`src/rtl/ssp_pkg.sv`:
```
package ssp_pkg;
    typedef enum logic [1:0] {
        ST_IDLE   = 2'd0,
        ST_TX     = 2'd1,
        ST_RX     = 2'd2,
        ST_RX_END = 2'd3
    } ssp_state_e;
endpackage

```
`src/rtl/ssp_bit_timer.sv`:
```
module ssp_bit_timer #(
    parameter int DIV = 12
) (
    input  logic clk,
    input  logic rst_n,
    input  logic run,
    output logic phase_hi,
    output logic pre_rise,
    output logic bit_end
);
    localparam int CW   = $clog2(DIV);
    localparam int HALF = DIV / 2;

    logic [CW-1:0] cnt;

    always_ff @(posedge clk or negedge rst_n) begin
        if (!rst_n) begin
            cnt <= '0;
        end else if (!run || bit_end) begin
            cnt <= '0;
        end else begin
            cnt <= cnt + 1'b1;
        end
    end

    always_comb begin
        phase_hi = (cnt >= CW'(HALF));
        pre_rise = run && (cnt == CW'(HALF - 1));
        bit_end  = run && (cnt == CW'(DIV - 1));
    end
endmodule

```
`src/rtl/ssp_bit_count.sv`:
```
module ssp_bit_count #(
    parameter int BITS = 8
) (
    input  logic clk,
    input  logic rst_n,
    input  logic clear,
    input  logic adv,
    output logic last
);
    localparam int BW = $clog2(BITS);

    logic [BW-1:0] idx;

    always_ff @(posedge clk or negedge rst_n) begin
        if (!rst_n) begin
            idx <= '0;
        end else if (clear) begin
            idx <= '0;
        end else if (adv) begin
            idx <= idx + 1'b1;
        end
    end

    assign last = (idx == BW'(BITS - 1));
endmodule

```
`src/rtl/ssp_shreg.sv`:
```
module ssp_shreg #(
    parameter int W = 8
) (
    input  logic         clk,
    input  logic         rst_n,
    input  logic         load,
    input  logic [W-1:0] load_val,
    input  logic         shift,
    input  logic         fill,
    output logic [W-1:0] q
);
    always_ff @(posedge clk or negedge rst_n) begin
        if (!rst_n) begin
            q <= '0;
        end else if (load) begin
            q <= load_val;
        end else if (shift) begin
            q <= {fill, q[W-1:1]};
        end
    end
endmodule

```
`src/rtl/ssp_flag.sv`:
```
module ssp_flag (
    input  logic clk,
    input  logic rst_n,
    input  logic set,
    input  logic clr,
    output logic q
);
    always_ff @(posedge clk or negedge rst_n) begin
        if (!rst_n) begin
            q <= 1'b0;
        end else if (set) begin
            q <= 1'b1;
        end else if (clr) begin
            q <= 1'b0;
        end
    end
endmodule

```
`src/rtl/sync_shift_port.sv`:
```
module sync_shift_port #(
    parameter int DATA_W = 8,
    parameter int DIV    = 12
) (
    input  logic              clk,
    input  logic              rst_n,
    input  logic              wr_en,
    input  logic [DATA_W-1:0] wr_data,
    input  logic              rx_enable,
    input  logic              int_enable,
    input  logic              tx_flag_clr,
    input  logic              rx_flag_clr,
    input  logic              pad_in,
    output logic              pad_pull_low,
    output logic              shift_clk,
    output logic [DATA_W-1:0] rx_data,
    output logic              tx_done,
    output logic              rx_done,
    output logic              irq
);
    import ssp_pkg::*;

    ssp_state_e        state, state_nx;
    logic              timer_run, phase_hi, pre_rise, bit_end;
    logic              last_bit, frame_end;
    logic              ld_tx, sh_tx, sh_rx;
    logic [DATA_W-1:0] sr_q;
    logic              set_tx, set_rx;

    assign timer_run = (state == ST_TX) || (state == ST_RX);
    assign frame_end = bit_end && last_bit;

    ssp_bit_timer #(.DIV(DIV)) u_timer (
        .clk      (clk),
        .rst_n    (rst_n),
        .run      (timer_run),
        .phase_hi (phase_hi),
        .pre_rise (pre_rise),
        .bit_end  (bit_end)
    );

    ssp_bit_count #(.BITS(DATA_W)) u_count (
        .clk   (clk),
        .rst_n (rst_n),
        .clear (!timer_run),
        .adv   (bit_end),
        .last  (last_bit)
    );

    ssp_shreg #(.W(DATA_W)) u_shreg (
        .clk      (clk),
        .rst_n    (rst_n),
        .load     (ld_tx),
        .load_val (wr_data),
        .shift    (sh_tx || sh_rx),
        .fill     (sh_rx ? pad_in : 1'b1),
        .q        (sr_q)
    );

    ssp_flag u_tx_flag (
        .clk   (clk),
        .rst_n (rst_n),
        .set   (set_tx),
        .clr   (tx_flag_clr),
        .q     (tx_done)
    );

    ssp_flag u_rx_flag (
        .clk   (clk),
        .rst_n (rst_n),
        .set   (set_rx),
        .clr   (rx_flag_clr),
        .q     (rx_done)
    );

    // state register
    always_ff @(posedge clk or negedge rst_n) begin
        if (!rst_n) begin
            state <= ST_IDLE;
        end else begin
            state <= state_nx;
        end
    end

    // next state and control strobes
    always_comb begin
        state_nx = state;
        ld_tx    = 1'b0;
        sh_tx    = 1'b0;
        sh_rx    = 1'b0;
        set_tx   = 1'b0;
        set_rx   = 1'b0;
        unique case (state)
            ST_IDLE: begin
                if (wr_en) begin
                    state_nx = ST_TX;
                    ld_tx    = 1'b1;
                end else if (rx_enable && !rx_done) begin
                    state_nx = ST_RX;
                end
            end
            ST_TX: begin
                sh_tx = bit_end;
                if (frame_end) begin
                    state_nx = ST_IDLE;
                    set_tx   = 1'b1;
                end
            end
            ST_RX: begin
                sh_rx = pre_rise;
                if (frame_end) begin
                    state_nx = ST_RX_END;
                end
            end
            ST_RX_END: begin
                set_rx   = 1'b1;
                state_nx = ST_IDLE;
            end
            default: state_nx = ST_IDLE;
        endcase
    end

    // received byte register
    always_ff @(posedge clk or negedge rst_n) begin
        if (!rst_n) begin
            rx_data <= '0;
        end else if (state == ST_RX_END) begin
            rx_data <= sr_q;
        end
    end

    // pin outputs
    always_comb begin
        unique case (state)
            ST_TX: begin
                shift_clk    = phase_hi;
                pad_pull_low = !sr_q[0];
            end
            ST_RX: begin
                shift_clk    = phase_hi;
                pad_pull_low = 1'b0;
            end
            default: begin
                shift_clk    = 1'b1;
                pad_pull_low = 1'b0;
            end
        endcase
        irq = int_enable && (tx_done || rx_done);
    end
endmodule

```
`config.mk`:
```
export PLATFORM = sky130hd
export DESIGN_NAME = sync_shift_port
export DESIGN_NICKNAME = d
export VERILOG_FILES = /design/src/rtl/ssp_pkg.sv /design/src/rtl/ssp_bit_timer.sv /design/src/rtl/ssp_bit_count.sv /design/src/rtl/ssp_shreg.sv /design/src/rtl/ssp_flag.sv /design/src/rtl/sync_shift_port.sv
export SDC_FILE = /design/constraint.sdc
export NUM_CORES = 1
export LEC_CHECK = 0
export ABC_CLOCK_PERIOD_IN_PS = 2400
export BUFFER_PORTS_ARGS = -buffer_cell sky130_fd_sc_hd__buf_2
export CELL_PAD_IN_SITES_DETAIL_PLACEMENT = 0
export CELL_PAD_IN_SITES_GLOBAL_PLACEMENT = 1
export CORE_AREA = 2 2 85 46
export DETAILED_ROUTE_END_ITERATION = 6
export DIE_AREA = 0 0 87 48
export HOLD_SLACK_MARGIN = 0.02
export PLACE_DENSITY_LB_ADDON = 0.1
export SLEW_MARGIN = 20
export SYNTH_ARGS = -nofsm -noshare
export SYNTH_HDL_FRONTEND = slang
export SYNTH_SLANG_ARGS = --single-unit
```
`constraint.sdc`:
```
create_clock -name clk -period 2.4 [get_ports clk]
set_input_delay 0.12 -clock clk [delete_from_list [all_inputs] [get_ports clk]]
set_output_delay 0.12 -clock clk [all_outputs]
set_load 0.01 [all_outputs]
```
Yosys cells after proc, flatten, opt, wreduce, memory -nomap -nowiden
Cells that the tools add are included.
{"block": "totals", "reg_bits": 27, "inputBits": 16, "output_inout_bits": 13, "word_cells": 62}
{"block": "classes", "addsub": 2, "n_lt_le_gt_ge": 1, "n_eq_ne": 10, "muxes": 24, "n_reduce_logical": 18}
{"op": "8-bit two-way mux", "n": 2}
{"op": "1-bit two-way mux", "n": 14}
{"op": "2-bit two-way mux", "n": 4}
{"op": "2-bit case mux with 4 select lines", "n": 1}
{"op": "3-bit two-way mux", "n": 2}
{"op": "2-bit != test (second input constant)", "n": 3}
{"op": "2-bit nonzero test", "n": 3}
{"op": "1-bit logical AND", "n": 5}
{"op": "4-bit by 1-bit adder with 4-bit output (second input constant)", "n": 1}
{"op": "2-bit == test (second input constant)", "n": 2}
{"op": "4-bit by 3-bit == test with 1-bit output (second input constant)", "n": 1}
{"op": "4-bit == test (second input constant)", "n": 1}
{"op": "4-bit by 3-bit greater-or-equal comparator with 1-bit output (second input constant)", "n": 1}
{"op": "1-bit logical OR", "n": 4}
{"op": "4-bit two-way mux", "n": 1}
{"op": "3-bit by 1-bit adder with 3-bit output (second input constant)", "n": 1}
{"op": "3-bit == test (second input constant)", "n": 1}
{"op": "1-bit logical NOT", "n": 3}
{"op": "3-bit != test (second input constant)", "n": 1}
{"op": "3-bit AND reduction", "n": 1}
{"op": "2-bit by 1-bit == test with 1-bit output (second input constant)", "n": 1}
{"op": "2-bit logical NOT", "n": 1}
{"op": "2-bit OR reduction", "n": 1}

Logic depth before layout (Yosys ltp)
{"block": "logic_depth", "depth_word": 7, "mapped_depth": 6}

Modules after synthesis
From an unflattened synthesis, not the netlist that was laid out.
{"block": "hier_totals", "hier_cells": 121, "hier_area_um2": 1428.9}
{"module": "sync_shift_port", "instances": 1, "cells_each": 44, "area_each_um2": 573.0}
{"module": "ssp_shreg", "instances": 1, "cells_each": 34, "area_each_um2": 372.9}
{"module": "ssp_bit_timer", "instances": 1, "cells_each": 26, "area_each_um2": 270.3}
{"module": "ssp_bit_count", "instances": 1, "cells_each": 11, "area_each_um2": 140.1}
{"module": "ssp_flag", "instances": 2, "cells_each": 3, "area_each_um2": 36.3}

Worst setup path after synthesis
Ideal clock, no wire load.
{"block": "synth_path", "path_kind": "flip-flop to flip-flop", "start": "register state[0]", "end": "register u_shreg.q[0]", "setup_ps": 137, "arrival_time_ps": 1615, "required_ps": 2263, "path_slack_ps": 648, "stages_incl_launch_ff": 7, "path_buffers": 0, "cell_sequence": "dfrtp_1 -> inv_1 -> ha_1 -> and4b_4 -> a22oi_4 -> mux2i_1 -> a21oi_1"}
{"block": "synth_between", "elab_chain_cells": 6, "word_cells_on_any_way": 12, "classes_between": "2 x eq/ne; 4 x mux; 6 x reduce/logical"}
{"element": "from (decl)", "line": "sync_shift_port.sv:23", "source": "ssp_state_e state, state_nx;"}
{"element": "from (signal assigned)", "line": "sync_shift_port.sv:81", "source": "state <= state_nx;"}
{"element": "2-bit by 1-bit == test with 1-bit output / 2-bit == test (equally long branches)", "line": "sync_shift_port.sv:30, sync_shift_port.sv:93"}
{"element": "1-bit logical OR", "line": "sync_shift_port.sv:30", "source": "assign timer_run = (state == ST_TX) || (state == ST_RX);"}
{"element": "1-bit logical AND, on equally long branches", "line": "ssp_bit_timer.sv:29, ssp_bit_timer.sv:28"}
{"element": "1-bit two-way mux", "line": "sync_shift_port.sv:93", "source": "unique case (state)"}
{"element": "1-bit logical OR", "line": "sync_shift_port.sv:55", "source": ".shift (sh_tx || sh_rx),"}
{"element": "2-bit nonzero test (no line)"}
{"element": "to (signal assigned)", "line": "ssp_shreg.sv:16", "source": "q <= load_val;"}
{"element": "to (signal assigned)", "line": "ssp_shreg.sv:18", "source": "q <= {fill, q[W-1:1]};"}
{"element": "to (decl)", "line": "ssp_shreg.sv:10", "source": "output logic [W-1:0] q"}
Several ways; a longest one is shown, not always the timed one.
A chain may end at the register's enable or synchronous reset.

Final worst setup path
{"block": "layout_path", "start": "register state[0]", "end": "register u_shreg.q[4]"}
The elaborated chain is that of the path after synthesis.

==> insert_results.sql <==
INSERT INTO impl_metrics (metric_group, metric, value, unit) VALUES
('die', 'coreArea', '3360', 'um2'),
('die', 'effective_utilization_at_floorplan', '40.2', '%'),
('critical_path', 'endpoint', 'u_shreg.q[4]', ''),
('sta', 'worst-slew-pin-transition', '0.605', 'ns'),
('placed_design', 'postPlaceCellArea', '1540', 'um2'),
('critical_path', 'crit_fanout', '8', ''),
('synth', 'synthDominantAreaCellType', 'dfrtp_1', ''),
('critical_path', 'crit_chain', 'inv_1, ha_1, and4b_4, a22oi_4, mux2i_1, a21oi_1', ''),
('clock_tree', 'clock_tree.root_cell', 'clkbuf_8', ''),
('routing', 'drt_pre_antenna_iters', '3', ''),
('sta', 'fin_setup_tns', '0', 'ns'),
('finish', 'fin_cells', '191', ''),
('routing', 'drtAntennaViolNets', '0', ''),
('flow_run', 'cap_viol_max_count', '0', ''),
('clock_tree', 'cts_made_buffers', '3', ''),
('synth', 'ys_seq_elements', '27', ''),
('finish', 'design.final.nets', '176', ''),
('synth', 'synth.yosys.warnings', '0', ''),
('critical_path', 'worst-endpoint-arrival', '2.08', 'ns'),
('routing', 'routed_via_density', '4.69', ''),
('min_path', 'hold_path.class', 'primary input to register', ''),
('synth', 'synth-edff-count', '0', ''),
('synth', 'syn_nets', '144', ''),
('finish', 'num_antenna_cells', '0', ''),
('clock_tree', 'ctsLongestPathBuffers', '2', ''),
('clock_tree', 'cts_tree', 'built', ''),
('finish', 'syn2layout_area_growth', '18.1', '%'),
('clock_tree', 'htreeDepth', '1', ''),
('synth', 'post-synth-top-count-cell', 'dfrtp_1', ''),
('critical_path', 'worstSetupEndpointType', 'register', ''),
('finish', 'share_of_cells_above_drive_strength_1', '28.2', '%'),
('synth', 'ranking_of_synthesized_cells_by_area', 'dfrtp_1 (50%), mux2i_1 (9.6%), ha_1 (9.3%)', ''),
('critical_path', 'worstRegToRegCells', '6', ''),
('finish', 'final_cell_area', '1590', 'um2'),
('global_routing', 'grt_antenna_before_repair', '0', ''),
('sta', 'number_of_max_slew_violations_in_the_final_report', '0', ''),
('synth', 'synth.yosys.seq_area_share', '50.0', '%'),
('finish', 'multi_input_comb_area', '641', 'um2'),
('clock_tree', 'clk_pin_slew', '0.10', 'ns'),
('die', 'io_pins', '29', ''),
('sta', 'setup_viol', '0', ''),
('clock_tree', 'cts_resized', '0', ''),
('synth', 'ys_types', '24', ''),
('routing', 'vias', '896', ''),
('synth', 'syn-mean-instance-area', '11.4', 'um2'),
('synth', 'synth-async-reset-ratio', '100', '%'),
('clock_tree', 'clock_insertion_delay_worst_skew', '0.27', 'ns'),
('synth', 'netlist_area', '1350', 'um2'),
('sta', 'hold_viol_final', '0', ''),
('placed_design', 'port-buffer-count', '28', ''),
('global_routing', 'wire_length_of_the_first_global_routing_pass', '3960', 'um'),
('finish', 'fillerInstances', '317', ''),
('die', 'die_y', '48', 'um'),
('placed_design', 'hpwlAfterDp', '1820', 'um'),
('synth', 'synthFlopType', 'dfrtp_1', ''),
('placed_design', 'place_inst', '186', ''),
('critical_path', 'setup.worst_path.start_class', 'register', ''),
('sta', 'slew_headroom', '59.7', '%'),
('critical_path', 'timing.rr.end', 'u_shreg.q[4]', ''),
('global_routing', 'gr-total-overflow', '0', ''),
('global_routing', 'grt_max_degree', '28', ''),
('synth', 'netlist_instances', '118', ''),
('pwr', 'p_per_area', '1120', 'nW/um2'),
('routing', 'drt_first_iter_violations', '11', ''),
('critical_path', 'crit_path_top_delay_cell', 'dfrtp_1', ''),
('global_routing', 'grt_pass1_vias', '804', ''),
('placed_design', 'dpl_worst_slack', '0.470', 'ns'),
('critical_path', 'cp_slowest_stage_delay', '0.38', 'ns'),
('die', 'die_span_in_x', '87', 'um'),
('outcome', 'status', 'completed', ''),
('sta', 'unrepaired_setup_endpoints_after_global_routing', 'no', '');
routing by layer:
layer,vias up,track usage [%],share of wire (%)
met2,11,20.5,44
li1,463,-,-
met1,420,17.4,51
met5,-,0,0
met3,2,4.83,3.8
met4,0,1.88,0.49
cells by family (layout without fill, tap and decap cells):
| family | Yosys count | count (layout) | share of synthesized area (%) |
|---|---|---|---|
| buffers and inverters | 9 | 40 | 2.50 |
| flip-flops | 27 | 27 | 50.0 |
| XOR/XNOR | 2 | 2 | 1.30 |
| adder cells (fa/ha/maj) | 10 | 10 | 9.27 |
| multiplexers | 21 | 21 | 16.3 |
| AO/OA/AOI/OAI | 18 | 18 | 8.71 |
| AND/OR/NAND/NOR | 31 | 31 | 11.9 |
critical path: cells and delay by family (launching register included):
kind | cells | cell delay (ns)
muxes | 1 | 0.23
adders and majority gates | 1 | 0.38
DFF | 1 | 0.38
AOI/OAI and AO/OA | 2 | 0.45
and+or+nand+nor | 1 | 0.26
buffers and inverters | 1 | 0.09
how the worst min path moves through the flow:
| stage | slack [ns] | cells after the start | start | end |
|---|---|---|---|---|
| 6_report | 0.09 | 3 | wr_data[7] | u_shreg.q[7] |
| 2_1_floorplan | -0.18 | 0 | rst_n | rx_data[0] |
| 4_1_cts | 0.09 | 3 | wr_data[7] | u_shreg.q[7] |
| 5_1_grt | 0.08 | 3 | wr_data[7] | u_shreg.q[7] |
| 3_5_place_dp | 0.17 | 1 | rst_n | u_timer.cnt[0] |
| 3_3_place_gp | 0.17 | 1 | rst_n | u_timer.cnt[0] |
layout by cell type, fill, tap and decap left out, types with 2 or more instances in the layout:
master | netlist | final
ha_1 | 10 | 10
mux2i_1 | 13 | 13
buf_2 | 0 | 28
clkbuf_8 | 0 | 3
nor2b_1 | 7 | 7
nor2_1 | 11 | 11
dfrtp_1 | 27 | 27
mux2_2 | 8 | 8
o21ai_0 | 4 | 4
a21oi_1 | 9 | 9
inv_1 | 7 | 7
xnor2_1 | 2 | 2
nand2_1 | 6 | 6
through the flow:
stage	power, mW	hold WS [ns]	utilization [%]
after floorplan	1.29	-0.176	-
after global placement	1.52	0.171	45.7
after detailed placement	1.53	0.170	45.7
after CTS	1.81	0.0855	47.4
after global routing	1.93	0.0819	47.4
final	1.78	0.0883	47.4
report_power, final:
part | internal (mW) | switching, mW
Clock | 0.118 | 0.146
Combinational | 0.365 | 0.390
Sequential | 0.632 | 0.128
Total | 1.11 | 0.664
sequential cells by signal, indices dropped and copies added, names as in the netlist:
name and cells:
rx_data 8, state 2, u_count.idx 3, u_rx_flag.q 1, u_shreg.q 8, u_timer.cnt 4
u_tx_flag.q 1
repair_timing:
action                                 4_1_cts  5_1_grt
endpoints found under the hold margin       27        0
hold buffers                                 1        0
setup buffers                                0        0
area by class of cell:
| cell class | count | share of cell area [%] |
|---|---|---|
| Clock inverter | 1 | 0.471 |
| Timing Repair Buffer | 29 | 9.42 |
| Clock buffer | 3 | 2.59 |
| Inverter | 7 | 1.65 |
| Multi-Input combinational cell | 82 | 40.2 |
| Sequential cell | 27 | 42.4 |
| Tap cell | 42 | 3.30 |
(Power assumes the default switching activity.)
